`src/rtl/asb_pkg.sv`:
```
package asb_pkg;
  localparam int ADDR_W = 5;
  localparam int IRQ_N  = 3;

  localparam logic [ADDR_W-1:0] OFS_CTRL  = 5'h00;
  localparam logic [ADDR_W-1:0] OFS_XCTRL = 5'h04;
  localparam logic [ADDR_W-1:0] OFS_DATA  = 5'h08;
  localparam logic [ADDR_W-1:0] OFS_STAT  = 5'h0C;
  localparam logic [ADDR_W-1:0] OFS_RAW   = 5'h10;
  localparam logic [ADDR_W-1:0] OFS_MSKD  = 5'h14;
  localparam logic [ADDR_W-1:0] OFS_MASK  = 5'h18;

  // interrupt bit positions, shared by raw, masked and mask registers
  localparam int IRQ_OVF  = 0;
  localparam int IRQ_LOW  = 1;
  localparam int IRQ_HIGH = 2;

  // watermark field positions in extended control
  localparam int LWM_LSB = 16;
  localparam int HWM_LSB = 24;
endpackage

```
`src/rtl/asb_regs.sv`:
```
module asb_regs
  import asb_pkg::*;
#(
  parameter int WM_W  = 5,
  parameter int CNT_W = 6
) (
  input  logic              clk,
  input  logic              rst_n,
  input  logic              bus_sel,
  input  logic              bus_wr,
  input  logic [ADDR_W-1:0] bus_addr,
  input  logic [31:0]       bus_wdata,
  input  logic [CNT_W-1:0]  fill,
  input  logic [IRQ_N-1:0]  raw,
  output logic              en,
  output logic              dma_en,
  output logic [WM_W-1:0]   lwm,
  output logic [WM_W-1:0]   hwm,
  output logic [IRQ_N-1:0]  mask,
  output logic [IRQ_N-1:0]  w1c,
  output logic              push,
  output logic [31:0]       rdata
);
  logic             wr_any;
  logic             ctrl_we, xctrl_we, mask_we;
  logic             en_d, dma_en_d;
  logic [WM_W-1:0]  lwm_d, hwm_d;
  logic [IRQ_N-1:0] mask_d;

  assign wr_any   = bus_sel && bus_wr;
  assign ctrl_we  = wr_any && (bus_addr == OFS_CTRL);
  assign xctrl_we = wr_any && (bus_addr == OFS_XCTRL);
  assign mask_we  = wr_any && (bus_addr == OFS_MASK);
  assign push     = wr_any && (bus_addr == OFS_DATA);
  assign w1c      = (wr_any && ((bus_addr == OFS_RAW) || (bus_addr == OFS_MSKD)))
                    ? bus_wdata[IRQ_N-1:0] : '0;

  // next-state values
  always_comb begin
    en_d     = bus_wdata[0];
    dma_en_d = bus_wdata[0];
    lwm_d    = bus_wdata[LWM_LSB +: WM_W];
    hwm_d    = bus_wdata[HWM_LSB +: WM_W];
    mask_d   = bus_wdata[IRQ_N-1:0];
  end

  always_ff @(posedge clk or negedge rst_n) begin
    if (!rst_n) begin
      en     <= 1'b0;
      dma_en <= 1'b0;
      lwm    <= '0;
      hwm    <= '0;
      mask   <= '0;
    end else begin
      if (ctrl_we) en <= en_d;
      if (xctrl_we) begin
        dma_en <= dma_en_d;
        lwm    <= lwm_d;
        hwm    <= hwm_d;
      end
      if (mask_we) mask <= mask_d;
    end
  end

  always_comb begin
    rdata = '0;
    unique case (bus_addr)
      OFS_CTRL:  rdata[0] = en;
      OFS_XCTRL: begin
        rdata[0]                 = dma_en;
        rdata[LWM_LSB +: WM_W]   = lwm;
        rdata[HWM_LSB +: WM_W]   = hwm;
      end
      OFS_STAT:  rdata[CNT_W-1:0] = fill;
      OFS_RAW:   rdata[IRQ_N-1:0] = raw;
      OFS_MSKD:  rdata[IRQ_N-1:0] = raw & mask;
      OFS_MASK:  rdata[IRQ_N-1:0] = mask;
      default:   rdata = '0;
    endcase
  end

  logic unused_wdata_bits;
  assign unused_wdata_bits = ^{bus_wdata[31:HWM_LSB+WM_W],
                               bus_wdata[HWM_LSB-1:LWM_LSB+WM_W],
                               bus_wdata[LWM_LSB-1:IRQ_N]};

  // a write to the control register lands on the next cycle
  assert_ctrl_write_R2: assert property (@(posedge clk) disable iff (!rst_n)
    ctrl_we |=> (en == $past(bus_wdata[0])));
endmodule

```
`src/rtl/asb_fifo.sv`:
```
module asb_fifo #(
  parameter int DEPTH = 32,
  parameter int DW    = 24
) (
  input  logic              clk,
  input  logic              rst_n,
  input  logic              flush,
  input  logic              push,
  input  logic [DW-1:0]     wdata,
  input  logic              ready,
  output logic              valid,
  output logic [DW-1:0]     rdata,
  output logic [$clog2(DEPTH+1)-1:0] count,
  output logic              ovf_evt
);
  localparam int PTR_W = (DEPTH > 1) ? $clog2(DEPTH) : 1;
  localparam int CNT_W = $clog2(DEPTH+1);
  localparam logic [PTR_W-1:0] LAST = PTR_W'(DEPTH-1);

  logic [DW-1:0]    mem [DEPTH];
  logic [PTR_W-1:0] wr_ptr, rd_ptr, wr_ptr_d, rd_ptr_d;
  logic [CNT_W-1:0] count_d;
  logic             full, push_ok, pop_ok;

  assign full    = (count == CNT_W'(DEPTH));
  assign valid   = (count != '0);
  assign push_ok = push && !full && !flush;
  assign pop_ok  = valid && ready && !flush;
  assign ovf_evt = push && full && !flush;
  assign rdata   = mem[rd_ptr];

  always_comb begin
    wr_ptr_d = wr_ptr;
    rd_ptr_d = rd_ptr;
    count_d  = count;
    if (flush) begin
      wr_ptr_d = '0;
      rd_ptr_d = '0;
      count_d  = '0;
    end else begin
      if (push_ok) wr_ptr_d = (wr_ptr == LAST) ? '0 : wr_ptr + PTR_W'(1);
      if (pop_ok)  rd_ptr_d = (rd_ptr == LAST) ? '0 : rd_ptr + PTR_W'(1);
      if (push_ok && !pop_ok)      count_d = count + CNT_W'(1);
      else if (pop_ok && !push_ok) count_d = count - CNT_W'(1);
    end
  end

  always_ff @(posedge clk or negedge rst_n) begin
    if (!rst_n) begin
      wr_ptr <= '0;
      rd_ptr <= '0;
      count  <= '0;
    end else begin
      wr_ptr <= wr_ptr_d;
      rd_ptr <= rd_ptr_d;
      count  <= count_d;
    end
  end

  always_ff @(posedge clk) begin
    if (push_ok) mem[wr_ptr] <= wdata;
  end

  assert_count_bound_R3: assert property (@(posedge clk) disable iff (!rst_n)
    count <= CNT_W'(DEPTH));
  assert_full_drop_R5: assert property (@(posedge clk) disable iff (!rst_n)
    (push && full && !flush && !(valid && ready)) |=> (count == CNT_W'(DEPTH)));
  assert_flush_empty_R12: assert property (@(posedge clk) disable iff (!rst_n)
    flush |=> (count == '0));
endmodule

```
`src/rtl/asb_dreq.sv`:
```
module asb_dreq #(
  parameter int WM_W  = 5,
  parameter int CNT_W = 6
) (
  input  logic             clk,
  input  logic             rst_n,
  input  logic             en,
  input  logic             dma_en,
  input  logic [CNT_W-1:0] fill,
  input  logic [WM_W-1:0]  lwm,
  input  logic [WM_W-1:0]  hwm,
  output logic             dreq
);
  logic dreq_d, at_low, above_high, active;

  assign active     = en && dma_en;
  assign at_low     = fill <= CNT_W'(lwm);
  assign above_high = fill >  CNT_W'(hwm);

  always_comb begin
    dreq_d = dreq;
    if (!active)         dreq_d = 1'b0;
    else if (at_low)     dreq_d = 1'b1;
    else if (above_high) dreq_d = 1'b0;
  end

  always_ff @(posedge clk or negedge rst_n) begin
    if (!rst_n) dreq <= 1'b0;
    else        dreq <= dreq_d;
  end

  assert_dreq_rise_R6: assert property (@(posedge clk) disable iff (!rst_n)
    (en && dma_en && (fill <= CNT_W'(lwm))) |=> dreq);
  assert_dreq_fall_R7: assert property (@(posedge clk) disable iff (!rst_n)
    ((fill > CNT_W'(hwm)) && !(fill <= CNT_W'(lwm))) |=> !dreq);
  assert_dreq_gate_R8: assert property (@(posedge clk) disable iff (!rst_n)
    !(en && dma_en) |=> !dreq);
endmodule

```
`src/rtl/asb_irq.sv`:
```
module asb_irq
  import asb_pkg::*;
#(
  parameter int WM_W  = 5,
  parameter int CNT_W = 6
) (
  input  logic             clk,
  input  logic             rst_n,
  input  logic             en,
  input  logic [CNT_W-1:0] fill,
  input  logic [WM_W-1:0]  lwm,
  input  logic [WM_W-1:0]  hwm,
  input  logic             ovf_evt,
  input  logic [IRQ_N-1:0] w1c,
  input  logic [IRQ_N-1:0] mask,
  output logic [IRQ_N-1:0] raw,
  output logic             irq
);
  logic [IRQ_N-1:0] set_ev, raw_d;

  always_comb begin
    set_ev           = '0;
    set_ev[IRQ_OVF]  = ovf_evt;
    set_ev[IRQ_LOW]  = en && (fill <= CNT_W'(lwm));
    set_ev[IRQ_HIGH] = en && (fill >  CNT_W'(hwm));
    raw_d            = (raw & ~w1c) | set_ev;
  end

  always_ff @(posedge clk or negedge rst_n) begin
    if (!rst_n) raw <= '0;
    else        raw <= raw_d;
  end

  assign irq = |(raw & mask);

  assert_ovf_sticky_R5: assert property (@(posedge clk) disable iff (!rst_n)
    ovf_evt |=> raw[IRQ_OVF]);

  for (genvar b = 0; b < IRQ_N; b++) begin : g_hold
    assert_raw_hold_R10: assert property (@(posedge clk) disable iff (!rst_n)
      (raw[b] && !w1c[b]) |=> raw[b]);
  end

  assert_quiet_disabled_R9: assert property (@(posedge clk) disable iff (!rst_n)
    (!en && !raw[IRQ_LOW] && !raw[IRQ_HIGH]) |=> (!raw[IRQ_LOW] && !raw[IRQ_HIGH]));
endmodule

```
`src/rtl/aud_sample_bridge.sv`:
```
module aud_sample_bridge
  import asb_pkg::*;
#(
  parameter int DEPTH = 32,
  parameter int DW    = 24
) (
  input  logic              clk,
  input  logic              rst_n,
  input  logic              bus_sel,
  input  logic              bus_wr,
  input  logic [ADDR_W-1:0] bus_addr,
  input  logic [31:0]       bus_wdata,
  output logic [31:0]       bus_rdata,
  output logic              smp_valid,
  input  logic              smp_ready,
  output logic [DW-1:0]     smp_data,
  output logic              dma_req,
  output logic              irq
);
  localparam int WM_W  = $clog2(DEPTH);
  localparam int CNT_W = $clog2(DEPTH+1);

  logic [1:0]       rst_pipe;
  logic             rst_sync_n;
  logic             en, dma_en, push, ovf_evt;
  logic [WM_W-1:0]  lwm, hwm;
  logic [IRQ_N-1:0] mask, w1c, raw;
  logic [CNT_W-1:0] fill;

  always_ff @(posedge clk or negedge rst_n) begin
    if (!rst_n) rst_pipe <= '0;
    else        rst_pipe <= {rst_pipe[0], 1'b1};
  end
  assign rst_sync_n = rst_pipe[1];

  asb_regs #(.WM_W(WM_W), .CNT_W(CNT_W)) u_regs (
    .clk(clk), .rst_n(rst_sync_n), .bus_sel(bus_sel), .bus_wr(bus_wr),
    .bus_addr(bus_addr), .bus_wdata(bus_wdata), .fill(fill), .raw(raw),
    .en(en), .dma_en(dma_en), .lwm(lwm), .hwm(hwm), .mask(mask),
    .w1c(w1c), .push(push), .rdata(bus_rdata)
  );

  asb_fifo #(.DEPTH(DEPTH), .DW(DW)) u_fifo (
    .clk(clk), .rst_n(rst_sync_n), .flush(!en), .push(push),
    .wdata(bus_wdata[DW-1:0]), .ready(smp_ready), .valid(smp_valid),
    .rdata(smp_data), .count(fill), .ovf_evt(ovf_evt)
  );

  asb_dreq #(.WM_W(WM_W), .CNT_W(CNT_W)) u_dreq (
    .clk(clk), .rst_n(rst_sync_n), .en(en), .dma_en(dma_en), .fill(fill),
    .lwm(lwm), .hwm(hwm), .dreq(dma_req)
  );

  asb_irq #(.WM_W(WM_W), .CNT_W(CNT_W)) u_irq (
    .clk(clk), .rst_n(rst_sync_n), .en(en), .fill(fill), .lwm(lwm),
    .hwm(hwm), .ovf_evt(ovf_evt), .w1c(w1c), .mask(mask), .raw(raw),
    .irq(irq)
  );

  assert_reset_quiet_R1: assert property (@(posedge clk)
    !rst_sync_n |=> (!dma_req && !irq && !smp_valid));
endmodule

```
`config.mk`:
```
export PLATFORM = sky130hd
export DESIGN_NAME = aud_sample_bridge
export DESIGN_NICKNAME = d
export VERILOG_FILES = /design/src/rtl/asb_pkg.sv /design/src/rtl/asb_regs.sv /design/src/rtl/asb_fifo.sv /design/src/rtl/asb_dreq.sv /design/src/rtl/asb_irq.sv /design/src/rtl/aud_sample_bridge.sv
export SDC_FILE = /design/constraint.sdc
export NUM_CORES = 1
export LEC_CHECK = 0
export BUFFER_PORTS_ARGS = -buffer_cell sky130_fd_sc_hd__buf_2
export CORE_UTILIZATION = 50
export CTS_CLUSTER_DIAMETER = 40
export DETAILED_ROUTE_END_ITERATION = 12
export PLACE_DENSITY_LB_ADDON = 0.12
export SYNTH_ARGS = -nofsm -noshare
export SYNTH_HDL_FRONTEND = slang
export SYNTH_HIERARCHICAL = 1
export SYNTH_SLANG_ARGS = --single-unit
```
`constraint.sdc`:
```
create_clock -name clk -period 2.4 [get_ports clk]
set_input_delay 0.36 -clock clk [delete_from_list [all_inputs] [get_ports clk]]
set_output_delay 0.36 -clock clk [all_outputs]
set_load 0.01 [all_outputs]
```
==> run metrics, run 1 <==
Post-DRT Antenna Nets 0; GRT Residual Overflow 0; Avg Cell Area, Syn between 20 and 25 um^2; critical path class reg2out; combinational share of power ~7.0%; first-pass GRT wire length around 110000 um; Worst VDD drop approximately 660 uV; CP Data Required Time 2.04 ns; final wirelength 77900 um; clock period minus worst slack about 3.4 ns; RePlAce Congestion 0.832; Syn. warnings 6; H-tree levels 3; Leakage approximately 0.013 uW; via/cell ratio roughly 6.0; maximum fanout along the worst path 12; CTS sink cnt 805; Critical Path End Type primary output; Iteration-0 DRC Markers 1406; slack of the critical path -0.992 ns; fillers approximately 4300; core area roughly 63000 um^2; Final period util 141%; CTS clock-pin slew for the worst setup and hold paths 0.05 ns; outcome complete, but fails checks; register share of total power 44.8%; # IOs 101; Final Power around 35000 uW; Die Y 255 um; Clk pwr share about half; Area Overhead vs Synth 24.8%; clock root buffer clkbuf_16; Initial Utilization between 50% and 60%; CTS tree yes; total global-route track usage about 24%; clk buf depth 3; sequential area share after synthesis about three quarters; DIE AREA roughly 65000 um^2; share of layout cells above drive strength 1 43.4%; FFs w/ async S/R, synth roughly 4.6%; number of synthesized register bits 805; failing checks setup timing; sw frac around a fifth; Max-slew headroom 42.0%; DP Worst Slack -0.406 ns; Die X around 260 um; Finish-stage setup viols 26; Synth cell types between 50 and 60; DRC 0; hold_ws around 0.12 ns; max-cap viol count 0; Slew @ Worst Pin approximately 0.87 ns; Tightest Hold Check Type in2reg; vias in the first global route between 15000 and 20000; Row Count between 90 and 100; initial antenna violation count 1; Slew Viols, Final 0; DP Wirelength 45200 um; RSZ-0062 raised after global routing yes; clk_lat worst skew about 0.66 ns; WL/cell between 20 and 30 um; Final TNS setup -22.90 ns; Post-layout nets roughly 1800; CP Launch Type flop; clock skew approximately 0.036 ns; via count roughly 16000; Mapped Cells 1446; total CTS buffers roughly 110; Main synth FF type edfxtp_1; Final Hold Vio Count 0; Power Dens Cells about 860 nW/um^2; Netlist Area Pre-Place ~32000 um^2; input/output buffers between 80 and 90; largest net degree at the start of global routing 40; Crit path arrival time approximately 3.0 ns; First-pass DRT Iterations 6; Fmax ~300 MHz; Int Power approximately 27000 uW; EDFF count, synth around 770; Sw Pwr about 7400 uW
[worst max-delay path, stage by stage, from the launching register on]
cell     delay [ns]
dfrtp_4        0.42
buf_12         0.14
buf_16         0.18
buf_12         0.17
mux4_2         0.56
mux4_2         0.48
mux2_2         0.29
buf_2          0.14
[state kept, by name, summed over array words and instances (netlist names)]
signal and count:
u_fifo/mem 768, u_regs/hwm 5, u_regs/lwm 5, u_fifo/count 6, u_regs/en 1, u_irq/raw 3
rst_pipe 2, u_regs/dma_en 1, u_fifo/rd_ptr 5, u_fifo/wr_ptr 5, u_dreq/dreq 1, u_regs/mask 3
[per-layer routing]
metal / vias up / GRT usage (%) / wire length [um]
li1: 6720 / - / -
met1: 8714 / 34.4 / 32400
met2: 586 / 39.4 / 38900
met3: 104 / 4.02 / 5190
met4: 2 / 6.14 / 1430
met5: - / 0 / 13
[Yosys cell counts (all sizes together), types with 3 or more instances]
| library cell | instances | area share [%] |
|---|---|---|
| nand3b | 4 | 0.093 |
| mux2 | 43 | 1.5 |
| or2 | 3 | 0.058 |
| nor2b | 7 | 0.14 |
| ha | 31 | 1.2 |
| a21oi | 11 | 0.17 |
| nor4 | 3 | 0.058 |
| mux4 | 240 | 17 |
| clkbuf | 36 | 0.42 |
| nand2b | 3 | 0.058 |
| inv | 32 | 0.37 |
| nand2 | 22 | 0.26 |
| buf | 49 | 1.1 |
| o22ai | 5 | 0.097 |
| a31oi | 8 | 0.16 |
| and2 | 17 | 0.33 |
| nand3 | 6 | 0.093 |
| o21ai | 9 | 0.14 |
| mux2i | 5 | 0.16 |
| a211oi | 3 | 0.070 |
| nor2 | 46 | 0.54 |
| nor3 | 7 | 0.12 |
| dfrtp | 37 | 2.9 |
| or3b | 3 | 0.090 |
| edfxtp | 768 | 72 |
| or3 | 5 | 0.11 |
| and3 | 3 | 0.058 |
| a21o | 4 | 0.093 |
[timing repair]
| action | 4_1_cts | 5_1_grt |
|---|---|---|
| endpoints found under the hold margin | 7 | 0 |
| hold buffers | 7 | 0 |
| gates cloned | 2 | 9 |
| gates resized for setup | 6 | 25 |
| pin swaps | 1 | 0 |
| endpoints found under the setup margin | 25 | 28 |
| setup buffers | 5 | 7 |
[final timing paths]
path / from / end / slack, ns / cells past startpoint
max: u_fifo/rd_ptr[0]$_DFFE_PN0P_ / smp_data[8] / -0.99 / 7
min: bus_wdata[0] / u_regs/dma_en$_DFFE_PN0P_ / 0.12 / 2
max reg2reg: u_fifo/rd_ptr[0]$_DFFE_PN0P_ / u_fifo/rd_ptr[2]$_DFFE_PN0P_ / -0.19 / 9
min reg2reg: rst_pipe[0]$_DFF_PN0_ / rst_pipe[1]$_DFF_PN0_ / 0.36 / 0
max in group asynchronous: rst_pipe[1]$_DFF_PN0_ / u_fifo/rd_ptr[0]$_DFFE_PN0P_ / 1.34 / 0
min in group asynchronous: rst_pipe[1]$_DFF_PN0_ / u_regs/lwm[1]$_DFFE_PN0P_ / 0.38 / 0
[cell usage in the layout (no fill, tap or decap), types with 31 or more instances in the layout]
| cell | synthesis | routed |
|---|---|---|
| clkbuf_16 | 0 | 117 |
| dfrtp_1 | 37 | 31 |
| mux2_2 | 43 | 32 |
| buf_12 | 0 | 74 |
| edfxtp_1 | 768 | 768 |
| buf_4 | 26 | 90 |
| nor2_4 | 0 | 32 |
| inv_1 | 32 | 32 |
| buf_2 | 9 | 75 |
| mux4_2 | 240 | 240 |
[logic make-up (layout without fill, tap and decap cells)]
logic type,count (synthesis),in the layout,share of synthesized area [%]
AO/OA/AOI/OAI,62,62,1.32
multiplexers,288,288,18.5
buffers and inverters,117,498,1.87
flip-flops,805,805,74.7
AND/OR/NAND/NOR,140,140,2.36
other,2,18,0.0234
adder cells (fa/ha/maj),32,32,1.27
[power by group through the flow]
stage               Combinational (uW)  Clock [uW]  Sequential [uW]
finish                            2430       16700            15500
global route                      2660       17500            15500
CTS                               2280       16900            15500
detailed placement                2200           0            15800
global placement                  2160           0            15800
floorplan                         1390           0            15800
[stage by stage]
| stage | instance area (um^2) | instances | util [%] |
|---|---|---|---|
| floorplan | 32500 | 1461 | - |
| global placement | 35700 | 2460 | 56.3 |
| detailed placement | 35700 | 2460 | 56.3 |
| CTS | 39700 | 2672 | 62.7 |
| global route | 40100 | 2688 | 63.3 |
| finish | 40100 | 2689 | 63.4 |
[area by class of cell]
class / instances / area (um^2) / share of cell area [%]
tap: 846 / 1060 / 2.64
timing repair buffer: 268 / 3080 / 7.68
antenna: 1 / 2.50 / 0.00624
multi-input combinational: 539 / 7990 / 19.9
sequential: 805 / 24000 / 59.8
inverter: 32 / 120 / 0.299
clock buffer: 114 / 2760 / 6.87
clock inverter: 84 / 1100 / 2.74
Note: power is estimated with default switching activity, not from simulation.
==> inputs of run 2 (changes only) <==
--- a/config.mk
+++ b/config.mk
@@ -5,8 +5,9 @@
 export SDC_FILE = /design/constraint.sdc
 export NUM_CORES = 1
 export LEC_CHECK = 0
+export ABC_AREA = 1
 export BUFFER_PORTS_ARGS = -buffer_cell sky130_fd_sc_hd__buf_2
-export CORE_UTILIZATION = 50
+export CORE_UTILIZATION = 39
 export CTS_CLUSTER_DIAMETER = 40
 export DETAILED_ROUTE_END_ITERATION = 12
 export PLACE_DENSITY_LB_ADDON = 0.12
==> run metrics, run 2 <==
outcome complete, but fails checks; failing checks setup timing; most frequent cells after synthesis nand2_1, edfxtp_1, nand3_1; clock period minus worst slack 2.95 ns (-0.439 ns); Final Hold Vio Count 0 (unchanged); first-pass GRT wire length 145000 um (+28%); clk_lat worst skew 0.68 ns (+0.02 ns); Finish-stage setup viols 24 (-7.7%); CTS clock-pin slew for the worst setup and hold paths 0.05 ns (about the same); CP Cell Sequence buf_12 -> buf_16 -> buf_12 -> clkbuf_16 -> nand2_1 -> nand3_1 -> nand3_1 -> a21oi_1 -> o21ai_2 -> nand2_1 -> buf_2; number of synthesized register bits 805 (unchanged); Iteration-0 DRC Markers 1545 (+9.9%); final wirelength 97500 um (+25%); Synth cell types 38 (-36%); input/output buffers 81 (unchanged); via count 23200 (+44%); Worst VDD drop 567 uV (-14%); Row Count 107 (+16%); largest cells by area after synthesis edfxtp_1, nand2_1, nand3_1; max-cap viol count 0 (unchanged); RePlAce Congestion 0.833 (+0.11%); Max-slew headroom 49.3% (+7.3 points); H-tree levels 3 (unchanged); Yosys top cell area share 67.9% (-3.9 points); maximum fanout along the worst path 7 (-5); First-pass DRT Iterations 5 (-1); sequential area share after synthesis 70.7% (-4.0 points); Top Registers u_fifo/mem: 768 flops, u_fifo/count: 6 flops; post-synth top area cell edfxtp_1; Syn. warnings 6 (unchanged); GRT busiest layer met2; RSZ-0062 raised after global routing yes; via/cell ratio 5.20 (-13%); Final period util 123% (-18 points); Slew Viols, Final 0 (unchanged); Power Dens Cells 843 nW/um^2 (-2.5%); clock root buffer clkbuf_16; most common cell after layout, fill and taps aside nand2_1; core area 85700 um^2 (+35%); hold_ws 0.0672 ns (-0.0507 ns); FFs w/ async S/R, synth 4.60% (unchanged); Die Y 297 um (+16%); met1 Usage GRT 28.6% (-5.8 points); Final TNS setup -12.36 ns (+10.54 ns); Initial Utilization 39.6% (-11 points); CP Data Required Time 2.04 ns (about the same); WL/cell 21.8 um (-25%); multi-input logic area 9450 um^2 (+18%); CP Launch Type flop; initial antenna violation count 6 (+5); placed cell area 37300 um^2 (+4.7%); total CTS buffers 120 (+13%); CTS tree yes; vias in the first global route 23000 (+38%); slowest CP cell dfrtp_4; critical path class reg2out; GRT met2 Usage 36.1% (-3.3 points); top-count cell post-synth nand2_1; Tightest Hold Check Type in2reg; clock skew 0.0182 ns (-0.0178 ns); Slew @ Worst Pin 0.760 ns (-0.110 ns); share of layout cells above drive strength 1 21.4% (-22 points); Post-layout nets 3304 (+81%); Reg area 24000 um^2 (about the same); met3 Use GR 3.89% (-0.13 points); DRC 0 (unchanged); Crit path arrival time 2.59 ns (-0.44 ns); largest register by flop count u_fifo/mem; Worst path max stage delay 0.45 ns (-0.11 ns); Die X 297 um (+16%); EDFF count, synth 768 (unchanged); DP Wirelength 57000 um (+26%); Area Overhead vs Synth 27.2%; Fmax 339 MHz (+15%); cell area after layout 43200 um^2 (+7.7%); slack of the critical path -0.553 ns (+0.439 ns); Avg Cell Area, Syn 11.4 um^2 (-49%); Largest register FFs 768 (unchanged); clk buf depth 3 (unchanged); GRT Residual Overflow 0 (unchanged); DIE AREA 88200 um^2 (+35%); most frequent cells in the layout nand2_1, edfxtp_1, nand3_1; largest net degree at the start of global routing 58 (+45%); Netlist Area Pre-Place 34000 um^2 (+5.7%); Mapped Cells 2980 (+110%); Post-DRT Antenna Nets 0 (unchanged); CTS sink cnt 805 (unchanged); post-layout util 50.4% (-13 points); Critical Path End Type primary output; total global-route track usage 21.8% (-2.4 points); Ant. Diodes 0 (-1); Leakage 0.0161 uW (+23%); # IOs 101 (unchanged); Main synth FF type edfxtp_1; fillers 7507 (+73%)
==> run 2: cell count changes after synthesis, sizes merged, moves of 7 or more <==
cell    delta
o21ai     +36
nor2b      -7
a21oi     +45
a31oi      -8
nand3    +608
clkbuf    -14
nor2      +36
mux4     -240
nand4      +7
and2      -17
buf      +113
mux2      -43
inv       +52
nand2   +1024
==> run 2: per-stage QoR <==
| step | power, uW | std cells | setup slack [ns] |
|---|---|---|---|
| 2_1_floorplan | 17500 | 2995 | -0.00246 |
| 3_3_place_gp | 18400 | 4209 | -0.406 |
| 3_5_place_dp | 18500 | 4209 | -0.404 |
| 4_1_cts | 36600 | 4459 | -0.574 |
| 5_1_grt | 37700 | 4471 | -0.650 |
| 6_report | 36400 | 4471 | -0.553 |
==> run 2: critical path: cells and delay by family (launching register included) <==
family	cells	cell delay, ns
DFF	1	0.45
and+or+nand+nor	4	0.28
buffers and inverters	5	0.83
AOI/OAI and AO/OA	2	0.33
==> run 2: per-layer routing <==
metal	vias up	share of wire [%]
li1	10900	-
met3	166	5.9
met5	-	0.095
met1	11500	42
met4	14	2.9
met2	678	49
==> run 2: worst paths after layout <==
check / startpoint / to / slack (ns) / cells past startpoint
max: u_fifo/rd_ptr[0]$_DFFE_PN0P_ / smp_data[8] / -0.55 / 11
min: bus_wdata[1] / u_fifo/mem[15][1]$_DFFE_PP_ / 0.07 / 1
max reg2reg: u_fifo/count[5]$_DFFE_PN0P_ / u_fifo/count[4]$_DFFE_PN0P_ / 0.20 / 10
min reg2reg: rst_pipe[1]$_DFF_PN0_ / u_regs/lwm[1]$_DFFE_PN0P_ / 0.30 / 1
max in group asynchronous: rst_pipe[1]$_DFF_PN0_ / u_fifo/rd_ptr[2]$_DFFE_PN0P_ / 1.71 / 1
min in group asynchronous: rst_pipe[1]$_DFF_PN0_ / u_regs/lwm[1]$_DFFE_PN0P_ / 0.30 / 1
==> run 2: final cells by class <==
class,count,share of cell area [%]
clock buffer,127,7.16
timing repair buffer,295,8.77
clock inverter,92,2.39
timing repair inverter,2,0.107
tap,1144,3.31
sequential,805,55.6
multi-input combinational,1921,21.9
inverter,85,0.823
==> run 2: where the power goes <==
group / internal [uW] / total [uW] / switching (uW) / leakage (uW)
Sequential: 15500 / 15500 / 82.9 / 0.00738
Combinational: 1220 / 3170 / 1950 / 0.00677
Clock: 11200 / 17700 / 6500 / 0.00199
Total: 27900 / 36400 / 8530 / 0.0161
==> run 2: kinds of logic after synthesis <==
| group | share of synthesized area, % |
|---|---|
| compound gates | 1.75 |
| simple gates | 22.0 |
| buf+inv | 4.27 |
| flops | 70.7 |
| other cells | 0.0221 |
| xor+xnor | 0.129 |
| fa+ha+maj | 1.20 |
==> run 2: repair_timing <==
action	4_1_cts	5_1_grt
buffers inserted	10	2
hold endpoints to repair	8	0
gates resized for setup	141	82
hold buffers	8	0
setup endpoints to repair	24	25
pin swaps	30	45
gates cloned	14	10
